**config.mk**
```make
export PLATFORM = sky130hd
export DESIGN_NAME = eth_rx_deframer
export DESIGN_NICKNAME = d
export VERILOG_FILES = /design/src/rtl/eth_rx_pkg.sv /design/src/rtl/eth_rx_align.sv /design/src/rtl/eth_rx_crc.sv /design/src/rtl/eth_rx_gate.sv /design/src/rtl/eth_rx_deframer.sv
export SDC_FILE = /design/constraint.sdc
export NUM_CORES = 1
export LEC_CHECK = 0
export CORE_MARGIN = 8
export CORE_UTILIZATION = 45
export CTS_CLUSTER_DIAMETER = 50
export CTS_CLUSTER_SIZE = 16
export DETAILED_ROUTE_END_ITERATION = 16
export PLACE_DENSITY_LB_ADDON = 0.12
export SYNTH_ARGS = -nofsm -noshare
export SYNTH_HDL_FRONTEND = slang
export SYNTH_HIERARCHICAL = 1
export SYNTH_SLANG_ARGS = --single-unit
```
**constraint.sdc**
```tcl
create_clock -name clk -period 3.6 [get_ports clk]
set_input_delay 0.54 -clock clk [delete_from_list [all_inputs] [get_ports clk]]
set_output_delay 0.54 -clock clk [all_outputs]
set_load 0.02 [all_outputs]
```
**src/rtl/eth_rx_pkg.sv**
```systemverilog
package eth_rx_pkg;

  typedef enum logic [1:0] {
    ST_IDLE  = 2'd0,
    ST_SKIP  = 2'd1,
    ST_HUNT  = 2'd2,
    ST_FRAME = 2'd3
  } rx_state_e;

  localparam logic [31:0] CRC_POLY_REFL = 32'hEDB88320;
  localparam logic [31:0] CRC_GOOD_RES  = 32'hC704DD7B;

  // one byte into a reflected CRC-32 register
  function automatic logic [31:0] crc32_step(input logic [31:0] c, input logic [7:0] d);
    logic [31:0] r;
    r = c;
    for (int i = 0; i < 8; i++) begin
      if (r[0] ^ d[i]) r = (r >> 1) ^ CRC_POLY_REFL;
      else             r = r >> 1;
    end
    return r;
  endfunction

  function automatic logic [31:0] bit_reverse32(input logic [31:0] v);
    logic [31:0] r;
    for (int i = 0; i < 32; i++) r[i] = v[31-i];
    return r;
  endfunction

  // is byte number idx written to the FIFO
  function automatic logic keep_byte(input logic [31:0] idx, input logic strip_act,
                                     input logic [31:0] len, input logic [31:0] hdr);
    return (idx < hdr) || !strip_act || (idx < hdr + len);
  endfunction

endpackage

```
**src/rtl/eth_rx_align.sv**
```systemverilog
module eth_rx_align
  import eth_rx_pkg::*;
#(
  parameter int SKIP_BITS = 8,
  parameter logic [7:0] SFD = 8'hD5
) (
  input  logic       clk,
  input  logic       rst_n,
  input  logic       rx_valid,
  input  logic       rx_bit,
  output logic       sof,
  output logic       byte_stb,
  output logic [7:0] byte_val,
  output logic       frame_end,
  output logic       in_frame
);

  localparam int SKW = $clog2(SKIP_BITS) + 1;
  localparam int CBW = $clog2(SKIP_BITS + 9) + 1;
  localparam logic [SKW-1:0] SKIP_LAST = SKW'(SKIP_BITS - 1);
  localparam logic [CBW-1:0] CB_MAX = '1;

  rx_state_e      state;
  logic [7:0]     sh;
  logic [7:0]     shifted;
  logic [2:0]     bitpos;
  logic [SKW-1:0] skip_cnt;
  logic [CBW-1:0] carrier_bits;  // bits seen in this burst, for the checker

  assign shifted   = {rx_bit, sh[7:1]};
  assign sof       = (state == ST_HUNT) && rx_valid && (shifted == SFD);
  assign byte_stb  = (state == ST_FRAME) && rx_valid && (bitpos == 3'd7);
  assign byte_val  = shifted;
  assign frame_end = (state == ST_FRAME) && !rx_valid;
  assign in_frame  = (state == ST_FRAME);

  always_ff @(posedge clk) begin
    if (!rst_n) begin
      state    <= ST_IDLE;
      sh       <= '0;
      bitpos   <= '0;
      skip_cnt <= '0;
    end else begin
      case (state)
        ST_IDLE: if (rx_valid) begin
          skip_cnt <= SKW'(1);
          sh       <= '0;
          state    <= (SKIP_BITS <= 1) ? ST_HUNT : ST_SKIP;
        end
        ST_SKIP: begin
          if (!rx_valid) state <= ST_IDLE;
          else if (skip_cnt == SKIP_LAST) state <= ST_HUNT;
          else skip_cnt <= skip_cnt + SKW'(1);
        end
        ST_HUNT: begin
          if (!rx_valid) state <= ST_IDLE;
          else begin
            sh <= shifted;
            if (shifted == SFD) begin
              state  <= ST_FRAME;
              bitpos <= '0;
            end
          end
        end
        default: begin
          if (!rx_valid) state <= ST_IDLE;
          else begin
            sh     <= shifted;
            bitpos <= bitpos + 3'd1;
          end
        end
      endcase
    end
  end

  always_ff @(posedge clk) begin
    if (!rst_n || !rx_valid) carrier_bits <= '0;
    else if (carrier_bits != CB_MAX) carrier_bits <= carrier_bits + CBW'(1);
  end

  // delimiter only after the skipped bits plus eight search bits
  assert_sfd_after_skip_R1: assert property (@(posedge clk) disable iff (!rst_n)
    sof |-> (carrier_bits >= CBW'(SKIP_BITS + 7)));

endmodule

```
**src/rtl/eth_rx_crc.sv**
```systemverilog
module eth_rx_crc
  import eth_rx_pkg::*;
(
  input  logic       clk,
  input  logic       rst_n,
  input  logic       sof,
  input  logic       byte_stb,
  input  logic [7:0] byte_val,
  output logic       crc_good
);

  logic [31:0] crc;

  assign crc_good = (bit_reverse32(crc) == CRC_GOOD_RES);

  always_ff @(posedge clk) begin
    if (!rst_n)        crc <= '1;
    else if (sof)      crc <= '1;
    else if (byte_stb) crc <= crc32_step(crc, byte_val);
  end

endmodule

```
**src/rtl/eth_rx_gate.sv**
```systemverilog
module eth_rx_gate
  import eth_rx_pkg::*;
#(
  parameter int CNT_W       = 16,
  parameter int HDR_BYTES   = 14,
  parameter int MIN_PAYLOAD = 46,
  parameter int MIN_FRAME   = 64,
  parameter int LEN_POS     = 12
) (
  input  logic             clk,
  input  logic             rst_n,
  input  logic             sof,
  input  logic             byte_stb,
  input  logic [7:0]       byte_val,
  input  logic             frame_end,
  input  logic             in_frame,
  input  logic             collision,
  input  logic             strip_en,
  input  logic             runt_ok,
  input  logic             crc_good,
  output logic             fifo_wr,
  output logic [7:0]       fifo_data,
  output logic             fifo_commit,
  output logic             fifo_discard,
  output logic             eof,
  output logic             crc_err,
  output logic [CNT_W-1:0] frame_len
);

  localparam logic [CNT_W-1:0] CNT_MAX  = '1;
  localparam logic [CNT_W-1:0] MIN_C    = CNT_W'(MIN_FRAME);
  localparam logic [CNT_W-1:0] LEN_HI_C = CNT_W'(LEN_POS);
  localparam logic [CNT_W-1:0] LEN_LO_C = CNT_W'(LEN_POS + 1);
  localparam logic [15:0]      PAY_C    = 16'(MIN_PAYLOAD);

  logic [CNT_W-1:0] byte_cnt, fwd_cnt;
  logic [15:0]      len_q;
  logic             strip_lat, rok_lat, coll_q;
  logic             strip_act, keep, drop;

  assign strip_act = strip_lat && (len_q < PAY_C);
  assign keep      = keep_byte(32'(byte_cnt), strip_act, 32'(len_q), 32'(HDR_BYTES));
  assign drop      = ((byte_cnt < MIN_C) || coll_q) && !rok_lat;

  always_ff @(posedge clk) begin
    if (!rst_n) begin
      byte_cnt <= '0; fwd_cnt <= '0; len_q <= '0;
      strip_lat <= 1'b0; rok_lat <= 1'b0; coll_q <= 1'b0;
      fifo_wr <= 1'b0; fifo_data <= '0; fifo_commit <= 1'b0; fifo_discard <= 1'b0;
      eof <= 1'b0; crc_err <= 1'b0; frame_len <= '0;
    end else begin
      fifo_wr      <= 1'b0;
      fifo_commit  <= 1'b0;
      fifo_discard <= 1'b0;
      eof          <= 1'b0;
      if (sof) begin
        byte_cnt  <= '0;
        fwd_cnt   <= '0;
        len_q     <= '0;
        strip_lat <= strip_en;
        rok_lat   <= runt_ok;
        coll_q    <= 1'b0;
      end else begin
        if (in_frame && collision && (byte_cnt < MIN_C)) coll_q <= 1'b1;
        if (byte_stb) begin
          if (byte_cnt != CNT_MAX) byte_cnt <= byte_cnt + CNT_W'(1);
          if (byte_cnt == LEN_HI_C) len_q[15:8] <= byte_val;
          if (byte_cnt == LEN_LO_C) len_q[7:0]  <= byte_val;
          if (keep) begin
            fifo_wr   <= 1'b1;
            fifo_data <= byte_val;
            if (fwd_cnt != CNT_MAX) fwd_cnt <= fwd_cnt + CNT_W'(1);
          end
        end
        if (frame_end) begin
          eof          <= 1'b1;
          frame_len    <= fwd_cnt;
          crc_err      <= !crc_good;
          fifo_discard <= drop;
          fifo_commit  <= !drop;
        end
      end
    end
  end

  assert_one_outcome_R7: assert property (@(posedge clk) disable iff (!rst_n)
    eof |-> (fifo_commit != fifo_discard));
  assert_outcome_needs_eof_R7: assert property (@(posedge clk) disable iff (!rst_n)
    (fifo_commit || fifo_discard) |-> eof);
  assert_no_write_at_eof_R7: assert property (@(posedge clk) disable iff (!rst_n)
    !(fifo_wr && eof));
  assert_fwd_within_rx_R5: assert property (@(posedge clk) disable iff (!rst_n)
    fwd_cnt <= byte_cnt);
  assert_strip_bound_R4: assert property (@(posedge clk) disable iff (!rst_n)
    (eof && strip_act) |-> (32'(frame_len) <= 32'(HDR_BYTES) + 32'(len_q)));
  assert_runt_dropped_R8: assert property (@(posedge clk) disable iff (!rst_n)
    (eof && (byte_cnt < MIN_C) && !rok_lat) |-> fifo_discard);
  assert_crc_flag_hold_R6: assert property (@(posedge clk) disable iff (!rst_n)
    !eof |-> $stable(crc_err));

endmodule

```
**src/rtl/eth_rx_deframer.sv**
```systemverilog
module eth_rx_deframer
  import eth_rx_pkg::*;
#(
  parameter int CNT_W       = 16,
  parameter int SKIP_BITS   = 8,
  parameter int HDR_BYTES   = 14,
  parameter int MIN_PAYLOAD = 46,
  parameter int MIN_FRAME   = 64
) (
  input  logic             clk,
  input  logic             rst_n,
  input  logic             rx_valid,
  input  logic             rx_bit,
  input  logic             collision,
  input  logic             strip_en,
  input  logic             runt_ok,
  output logic             fifo_wr,
  output logic [7:0]       fifo_data,
  output logic             fifo_commit,
  output logic             fifo_discard,
  output logic             eof,
  output logic             crc_err,
  output logic [CNT_W-1:0] frame_len
);

  localparam int LEN_POS = HDR_BYTES - 2;

  logic       sof, byte_stb, frame_end, in_frame, crc_good;
  logic [7:0] byte_val;

  eth_rx_align #(.SKIP_BITS(SKIP_BITS), .SFD(8'hD5)) u_align (
    .clk(clk), .rst_n(rst_n), .rx_valid(rx_valid), .rx_bit(rx_bit),
    .sof(sof), .byte_stb(byte_stb), .byte_val(byte_val),
    .frame_end(frame_end), .in_frame(in_frame)
  );

  eth_rx_crc u_crc (
    .clk(clk), .rst_n(rst_n), .sof(sof), .byte_stb(byte_stb),
    .byte_val(byte_val), .crc_good(crc_good)
  );

  eth_rx_gate #(
    .CNT_W(CNT_W), .HDR_BYTES(HDR_BYTES), .MIN_PAYLOAD(MIN_PAYLOAD),
    .MIN_FRAME(MIN_FRAME), .LEN_POS(LEN_POS)
  ) u_gate (
    .clk(clk), .rst_n(rst_n), .sof(sof), .byte_stb(byte_stb), .byte_val(byte_val),
    .frame_end(frame_end), .in_frame(in_frame), .collision(collision),
    .strip_en(strip_en), .runt_ok(runt_ok), .crc_good(crc_good),
    .fifo_wr(fifo_wr), .fifo_data(fifo_data), .fifo_commit(fifo_commit),
    .fifo_discard(fifo_discard), .eof(eof), .crc_err(crc_err), .frame_len(frame_len)
  );

endmodule

```
==> flow_summary.toml, run 1 <==
[outcome]
status = "finished, final reports clean"

[final_layout]
layout_commonest_cell = "dfxtp_1"
final_cells = 990
syn_to_final_growth_pct = 18.8
final_nets = 823
final_cell_mix = "dfxtp_1 (127), nand2_1 (110), nor2_1 (66), xnor2_1 (52), a21oi_1 (37)"
fillerInstances = 1305
design_area_sq_mm = 0.00799
drive_gt1_share_pct = 10.3
antenna_cells = 0

[die]
die_w_microns = 138
ios = 36
placeableCoreArea_sq_mm = 0.0146
dieArea_sq_mm = 0.0191
initial_core_util_pct = 46.1
fp-row-count = 44
dieHeight_microns = 138

[synth]
synth_nets = 789
synth_warnings = 6
synth_ff_type = "dfxtp_1"
avgSynthCellArea_sq_um = 8.87
ys_async_sr_fraction_pct = 0
synth_cells = 759
synth-seq-cells = 128
netlist_area_sq_mm = 0.00673
ys_seq_area_share_pct = 38.1
synth_edf_count = 0
yosysUniqueCellTypes = 67

[timing]
slew_headroom_pct = 23.4
tightest_slew_ns = 1.15
setup_viol = 0
holdWs_ns = 0.462
tns_ns = 0
timing.final.crit_share_pct = 92.4
rsz0062_at_grt = "no"
slew_viol_final = 0
hold_violations = 0
finalCriticalPeriod_ns = 3.33
clock_skew_ns = 0.00841
maxClockFrequency_mhz = 301

[critical_path]
start_kind = "flip-flop"
crit_end = "u_gate/fwd_cnt[13]"
critical_path_arrival_ns = 3.67
crit_path_start = "u_gate/len_q[5]"
ff2ff_setup_slack_ns = 0.27
cp_data_required_time_ns = 3.94
reg2reg_depth = 15
regToRegEndpoint = "u_gate/fwd_cnt[13]"
r2r-start = "u_gate/len_q[5]"
crit_type = "flip-flop to flip-flop"
cp-end-kind = "flip-flop"
critPathMaxFanout = 9

[global_route]
use_met2_pct = 26.0
grt_start_max_net_pins = 51
grt.overflow.total = 0
grt_pass1_wl_microns = 26200
grt_use_total_pct = 16.5
grt.busiest_layer = "met2"
grt_pass1_vias = 5156
grtUsageMet1_pct = 21.3
antenna_found_initial = 0
met3_usage_pct = 3.94

[place]
dpl_cell_area_sq_mm = 0.00725
port_buffers = 35
place.gp.congestion = 0.853
dp_cells = 954
dp_hpwl_microns = 11000

[pwr]
vdd_drop_max_mv = 0.321
leakage_nw = 3.01
power.density_mw_per_mm2 = 433

[route]
drc_errors = 0
drtAntennaViolNets = 0
first_iter_violations = 446
wl_per_cell_microns = 16.2
routed_wl_microns = 16000
vias = 5432
via_per_inst = 5.49
drt_first_pass_iters = 5

[job]
drv_cap = 0

[clock_tree]
cts.clk_slew.worst_paths_ns = 0.06
clock_latency_ns = 0.42
root_buffer = "clkbuf_16"
cts_num_sinks = 128
htreeDepth = 4
cts_buffer_depth = 2
numCtsBuffers = 17
cts_tree = "yes"

[hold_path]
hp-class = "flip-flop to flip-flop"
## metrics by stage
stage | util (%) | setup slack, ns | total power, mW
6_report | 54.8 | 0.275 | 3.46
5_1_grt | 54.8 | 0.0402 | 3.56
4_1_cts | 54.4 | 0.0570 | 3.50
3_5_place_dp | 49.7 | 0.0752 | 1.52
3_3_place_gp | 49.7 | 0.267 | 1.52
2_1_floorplan | - | 0.660 | 1.50
## cell families after synthesis
group	Yosys count	share of synthesized area, %
buffers and inverters	44	2.73
AO/OA/AOI/OAI	135	12.5
flip-flops	128	38.1
adder cells (fa/ha/maj)	23	4.28
AND/OR/NAND/NOR	303	22.6
XOR/XNOR	99	15.8
multiplexers	27	4.02
## cells in the mapped netlist (all sizes together), types with 6 or more instances
cell    instances  share of area (%)
nor4            6               0.87
nor2           69                3.9
mux2i          27                4.0
nor2b           7               0.65
xnor2          62                 10
or3            11                1.0
dfxtp         128                 38
nand3          24                1.8
ha             23                4.3
or4            10                1.2
and3           12                1.1
inv            11               0.61
nand4          16                1.5
a21boi         17                1.9
o21ai          37                2.8
clkbuf         26                1.5
a21oi          38                2.9
nand2         110                6.1
o211ai         18                2.0
xor2           36                5.5
buf             7               0.67
o31ai           6               0.67
## registers in the layout, summed over array words and instances, names as in the netlist, 2 cells and up
register          flops
u_align/bitpos        3
u_align/sh            7
u_align/skip_cnt      4
u_align/state         2
u_crc/crc            32
u_gate/byte_cnt      16
u_gate/fifo_data      8
u_gate/frame_len     16
u_gate/fwd_cnt       16
u_gate/len_q         16
## how the worst min path moves through the flow
stage                   startpoint                   to  slack, ns  depth (start not counted)
2_1_floorplan       u_gate/rok_lat  u_gate/fifo_discard       0.42                          1
3_3_place_gp        u_gate/rok_lat  u_gate/fifo_discard       0.43                          1
3_5_place_dp        u_gate/rok_lat  u_gate/fifo_discard       0.45                          1
4_1_cts        u_gate/frame_len[6]  u_gate/frame_len[6]       0.46                          2
5_1_grt        u_gate/frame_len[0]  u_gate/frame_len[0]       0.48                          2
6_report       u_gate/frame_len[9]  u_gate/frame_len[9]       0.46                          2
## what timing repair did
action / in CTS / in global routing
hold buffers: 0 / 0
gates resized for setup: 0 / 7
endpoints found under the setup margin: 0 / 24
buffers inserted: 0 / 3
## power breakdown
| group | total, mW | internal [mW] | switching (mW) |
|---|---|---|---|
| Clock | 1.96 | 1.34 | 0.627 |
| Sequential | 1.42 | 1.42 | 0.00350 |
| Combinational | 0.0701 | 0.0269 | 0.0432 |
| Total | 3.46 | 2.78 | 0.673 |
## routing by layer
metal  share of wire (%)  wire length (microns)  up-vias
li1                    -                      -     2721
met1                  49                   7830     2598
met2                  47                   7490       99
met3                 3.4                    539       14
met4                 1.1                    176        0
met5                   0                      0        -
## final cells by class
class                   instances  area, sq um  share of cell area [%]
clock inverters                 9          175                    2.19
repair buffers                 47          448                    5.60
well taps                     184          230                    2.88
flip-flops and latches        128         2560                    32.1
inverters                      11         41.3                   0.517
clock buffers                  23          508                    6.36
multi-input cells             588         4030                    50.4
## critical path, cell delays in order (launching register included)
cell and delay [ns]:
dfxtp_1 0.41, and3_1 0.22, and3_1 0.19, nand2_1 0.09
nor2_2 0.12, nand4_1 0.12, xor2_1 0.17, ha_1 0.32
a21oi_1 0.19, o211ai_1 0.14, a211oi_2 0.17, o41a_1 0.17
buf_4 0.14, o21ai_4 0.11, or4_1 0.53, a21oi_1 0.15
Note: power is estimated with default switching activity, not from simulation.
==> run 2: changes to the inputs <==
--- a/config.mk
+++ b/config.mk
@@ -11,6 +11,7 @@
 export CTS_CLUSTER_SIZE = 16
 export DETAILED_ROUTE_END_ITERATION = 16
 export PLACE_DENSITY_LB_ADDON = 0.12
+export REMOVE_ABC_BUFFERS = 1
 export SYNTH_ARGS = -nofsm -noshare
 export SYNTH_HDL_FRONTEND = slang
 export SYNTH_HIERARCHICAL = 1
==> run 2 against run 1 <==
Core utilization decreased by 0.79 points; register-to-register slack about the same; count of clock-buffer cells in the layout increased by 1; wire length decreased by 2.3%; first-iteration DRC count decreased by 11%; clock skew decreased by 0.00065 ns; total power decreased by 6.3%; critical endpoint is now u_gate/fwd_cnt[14]; highest routed layer unchanged.
==> flow_summary.toml, run 2 (same netlist as run 1, synthesis figures left out) <==
[outcome]
status = "finished, final reports clean"

[place]
port_buffers = 35
place.gp.congestion = 0.833
dp_hpwl_microns = 11100
post-place-ws_ns = 0.150
dpl_cell_area_sq_mm = 0.00725

[critical_path]
cp_data_required_time_ns = 3.94
crit_slowest_cell = "or4_1"
start_kind = "flip-flop"
crit_type = "flip-flop to flip-flop"
cpLargestDelayFamily = "simple AND/OR/NAND/NOR gates"
critical_path_arrival_ns = 3.68
path_cells = "and3_1 > and3_1 > nand2_1 > nor2_1 > nand4_1 > xor2_1 > ha_1 > a21oi_1 > o211ai_1 > a211oi_1 > o41a_1 > nor2_2 > or4_1 > a21oi_1"
critPathBufInv = 0
cp-end-kind = "flip-flop"
critPathMaxFanout = 16
cpPeakStageDelay_ns = 0.53

[timing]
rsz0062_at_grt = "no"
setup_viol = 0
slew_headroom_pct = 53.7
tns_ns = 0
setup_ws_ns = 0.265
maxClockFrequency_mhz = 300
finalCriticalPeriod_ns = 3.33
slew_viol_final = 0
hold_violations = 0
tightest_slew_ns = 0.695
clock_skew_ns = 0.00776
timing.final.crit_share_pct = 92.6

[final_layout]
largest_register_ffs = 32
final_nets = 822
fillerInstances = 1320
drive_gt1_share_pct = 9.22
syn_to_final_growth_pct = 17.0
multiInputGateArea_sq_mm = 0.00401
regMostFlops = "u_crc/crc"
layout_commonest_cell = "dfxtp_1"
final_cell_mix = "dfxtp_1 (127), nand2_1 (110), nor2_1 (67), xnor2_1 (52), a21oi_1 (37)"
fin_util_pct = 54.0
ff_latch_area_sq_mm = 0.00256
antenna_cells = 0
design_area_sq_mm = 0.00788

[route]
via_per_inst = 5.47
drtAntennaViolNets = 0
first_iter_violations = 397
drt_first_pass_iters = 7
wl_per_cell_microns = 15.9
vias = 5394
routed_wl_microns = 15700
drc_errors = 0

[pwr]
internal_power_mw = 2.60
power.density_mw_per_mm2 = 411
sw_frac_of_total_pct = 19.8
seq_power_share_pct = 44.0
combPwrFrac_pct = 2.2
power.switching_uw = 640
clockPowerShare_pct = 53.8
vdd_drop_max_mv = 0.330
finalPower_mw = 3.24
leakage_nw = 2.97

[die]
placeableCoreArea_sq_mm = 0.0146
dieArea_sq_mm = 0.0191
die_w_microns = 138
fp-row-count = 44
initial_core_util_pct = 46.1
dieHeight_microns = 138
ios = 36

[hold_path]
hp-class = "flip-flop to flip-flop"

[global_route]
grt_pass1_wl_microns = 26300
grt_start_max_net_pins = 41
grt_pass1_vias = 5180
grt_use_total_pct = 16.5
antenna_found_initial = 0
grt.overflow.total = 0

[clock_tree]
cts_buffer_depth = 2
cts.clk_slew.worst_paths_ns = 0.05
htreeDepth = 4
numCtsBuffers = 17
root_buffer = "clkbuf_16"
clock_latency_ns = 0.42
cts_tree = "yes"
cts_num_sinks = 128

[job]
drv_cap = 0
[run 2: what timing repair did]
action / CTS / global route
resized for setup: 0 / 4
endpoints found under the hold margin: 0 / 0
buffers inserted: 0 / 2
hold buffers: 0 / 0
setup endpoints to repair: 0 / 21
[run 2: routing by layer]
layer | vias up | global-route usage (%) | part of all wire [%]
li1 | 2719 | - | -
met2 | 101 | 26.9 | 48
met5 | - | 0 | 0
met4 | 0 | 6.24 | 1.4
met3 | 14 | 4.52 | 4.8
met1 | 2560 | 20.3 | 46
[run 2: cell type report]
class	count	area share (%)
Multi-Input combinational cell	587	50.8
Sequential cell	128	32.5
Clock buffer	24	6.24
Timing Repair Buffer	47	5.59
Tap cell	184	2.92
Clock inverter	6	1.33
Inverter	11	0.524
[run 2: final timing paths]
| check | start | slack (ns) | endpoint | cells after the start |
|---|---|---|---|---|
| max | u_gate/len_q[5] | 0.27 | u_gate/fwd_cnt[14] | 14 |
| min | u_gate/rok_lat | 0.45 | u_gate/fifo_discard | 1 |
| max reg2reg | u_gate/len_q[5] | 0.27 | u_gate/fwd_cnt[14] | 14 |
| min reg2reg | u_gate/rok_lat | 0.45 | u_gate/fifo_discard | 1 |
[run 2: power groups by stage]
stage	registers [mW]	logic, mW	clock network, mW
2_1_floorplan	1.45	0.0395	0
5_1_grt	1.42	0.0777	1.85
3_3_place_gp	1.45	0.0705	0
3_5_place_dp	1.45	0.0720	0
4_1_cts	1.42	0.0724	1.79
6_report	1.42	0.0716	1.74
[run 2: stage by stage]
stage	hold WS (ns)	std cells
2_1_floorplan	0.423	726
3_3_place_gp	0.434	955
3_5_place_dp	0.445	955
4_1_cts	0.456	985
5_1_grt	0.482	987
6_report	0.455	987
[run 2: worst reg2reg max path, delay by kind of cell, from the launching register on]
kind,cells,cell delay (ns)
AOI/OAI and AO/OA,5,0.93
xor gates and xnor gates,1,0.16
adders and majority gates,1,0.31
DFF,1,0.41
and+or+nand+nor,7,1.45
==> run 3: changes to the inputs <==
--- a/config.mk
+++ b/config.mk
@@ -12,6 +12,7 @@
 export DETAILED_ROUTE_END_ITERATION = 16
 export PLACE_DENSITY_LB_ADDON = 0.12
 export REMOVE_ABC_BUFFERS = 1
+export SETUP_SLACK_MARGIN = 0.1
 export SYNTH_ARGS = -nofsm -noshare
 export SYNTH_HDL_FRONTEND = slang
 export SYNTH_HIERARCHICAL = 1
==> run 3 against run 2 <==
Global-route usage unchanged; critical path type unchanged; wire length up 0.20%; final area up 0.32%; sequential power about the same; sequential cell count unchanged; count of clock-buffer cells in the layout unchanged; non-clock buffer count up 1; critical path depth unchanged; critical endpoint unchanged; register-to-register slack better by 0.07 ns.
==> flow_summary.toml, run 3 (same netlist as run 1, synthesis figures left out) <==
[global_route]
grt.busiest_layer = "met2"
grt_use_total_pct = 16.5
grt_start_max_net_pins = 41
use_met2_pct = 26.9
grtUsageMet1_pct = 20.3
grt_pass1_vias = 5180
antenna_found_initial = 0
grt.overflow.total = 0
met3_usage_pct = 4.52
grt_pass1_wl_microns = 26300

[place]
place.gp.congestion = 0.833
port_buffers = 35
dp_hpwl_microns = 11100

[final_layout]
fin_util_pct = 54.2
layout_commonest_cell = "dfxtp_1"
final_cell_mix = "dfxtp_1 (125), nand2_1 (110), nor2_1 (66), xnor2_1 (52), a21oi_1 (37)"
multiInputGateArea_sq_mm = 0.00401
fillerInstances = 1315
antenna_cells = 0
final_nets = 823
largest_register_ffs = 32
syn_to_final_growth_pct = 17.4
drive_gt1_share_pct = 9.70
ff_latch_area_sq_mm = 0.00257
regMostFlops = "u_crc/crc"

[route]
drc_errors = 0
via_per_inst = 5.46
wl_per_cell_microns = 15.9
vias = 5392
first_iter_violations = 393
drt_first_pass_iters = 4
routed_wl_microns = 15700
drtAntennaViolNets = 0

[die]
placeableCoreArea_sq_mm = 0.0146
dieArea_sq_mm = 0.0191
fp-row-count = 44
ios = 36
initial_core_util_pct = 46.1
die_w_microns = 138
dieHeight_microns = 138

[clock_tree]
cts.clk_slew.worst_paths_ns = 0.05
postCtsHoldBufs = 0
htreeDepth = 4
cts_buffer_depth = 2
root_buffer = "clkbuf_16"
cts_num_sinks = 128
numCtsBuffers = 17
clock_latency_ns = 0.42
cts_tree = "yes"

[critical_path]
start_kind = "flip-flop"
crit_type = "flip-flop to flip-flop"
critical_path_arrival_ns = 3.61
cp_data_required_time_ns = 3.94
critPathMaxFanout = 16
cp-end-kind = "flip-flop"

[timing]
setup_viol = 0
slew_viol_final = 0
hold_violations = 0
maxClockFrequency_mhz = 307
rsz0062_at_grt = "no"
tightest_slew_ns = 0.707
slew_headroom_pct = 52.9
tns_ns = 0
timing.final.crit_share_pct = 90.6
clock_skew_ns = 0.00747
finalCriticalPeriod_ns = 3.26

[job]
drv_cap = 0

[pwr]
leakage_nw = 2.98
power.density_mw_per_mm2 = 410
vdd_drop_max_mv = 0.330

[hold_path]
hp-class = "flip-flop to flip-flop"

[outcome]
status = "finished, final reports clean"
==> run 3: power by group <==
group	switching (mW)	internal [mW]	leakage [nW]
logic	0.0444	0.0274	1.65
clock network	0.592	1.15	0.296
registers	0.00362	1.42	1.03
==> run 3: critical path, cell delays in order (launching register included) <==
cell and delay (ns):
dfxtp_1 0.38, and3_1 0.21, and3_1 0.18, nand2_1 0.10, nor2_2 0.13, nand4_1 0.12
xor2_1 0.16, ha_1 0.31, a21oi_1 0.19, o211ai_1 0.12, a211oi_1 0.20, o41a_1 0.27
nor2_2 0.16, or4_1 0.53, a21oi_1 0.15
==> run 3: worst paths after layout <==
| kind | cells after the start | end | slack (ns) | from |
|---|---|---|---|---|
| worst max-delay path | 14 | u_gate/fwd_cnt[14] | 0.34 | u_gate/len_q[6] |
| worst min-delay path | 1 | u_gate/fifo_discard | 0.45 | u_gate/rok_lat |
| worst max register to register | 14 | u_gate/fwd_cnt[14] | 0.34 | u_gate/len_q[6] |
| worst min register to register | 1 | u_gate/fifo_discard | 0.45 | u_gate/rok_lat |
==> run 3: routing by layer <==
layer | up-vias | routed length (microns)
li1 | 2719 | -
met1 | 2562 | 7250
met2 | 97 | 7570
met3 | 14 | 670
met4 | 0 | 208
met5 | - | 0
==> run 3: through the flow <==
stage / cells / worst slack (ns) / hold WS, ns / power, mW / instance area [sq um]
final: 988 / 0.339 / 0.455 / 3.24 / 7900
after CTS: 985 / 0.126 / 0.456 / 3.28 / 7850
after detailed placement: 955 / 0.150 / 0.445 / 1.53 / 7250
after global routing: 988 / 0.104 / 0.482 / 3.35 / 7900
after floorplan: 726 / 0.564 / 0.423 / 1.49 / 6590
after global placement: 955 / 0.287 / 0.434 / 1.52 / 7250
==> run 3: final cells by class <==
| class | count | area share, % |
|---|---|---|
| well taps | 184 | 2.91 |
| inverters | 11 | 0.522 |
| clock inverters | 6 | 1.33 |
| multi-input cells | 587 | 50.7 |
| flip-flops and latches | 128 | 32.5 |
| clock buffers | 24 | 6.22 |
| repair buffers | 48 | 5.83 |
==> run 3: what timing repair did <==
action,4_1_cts,5_1_grt
buffers inserted,0,3
endpoints found under the setup margin,0,24
resized for setup,0,7
endpoints found under the hold margin,0,0
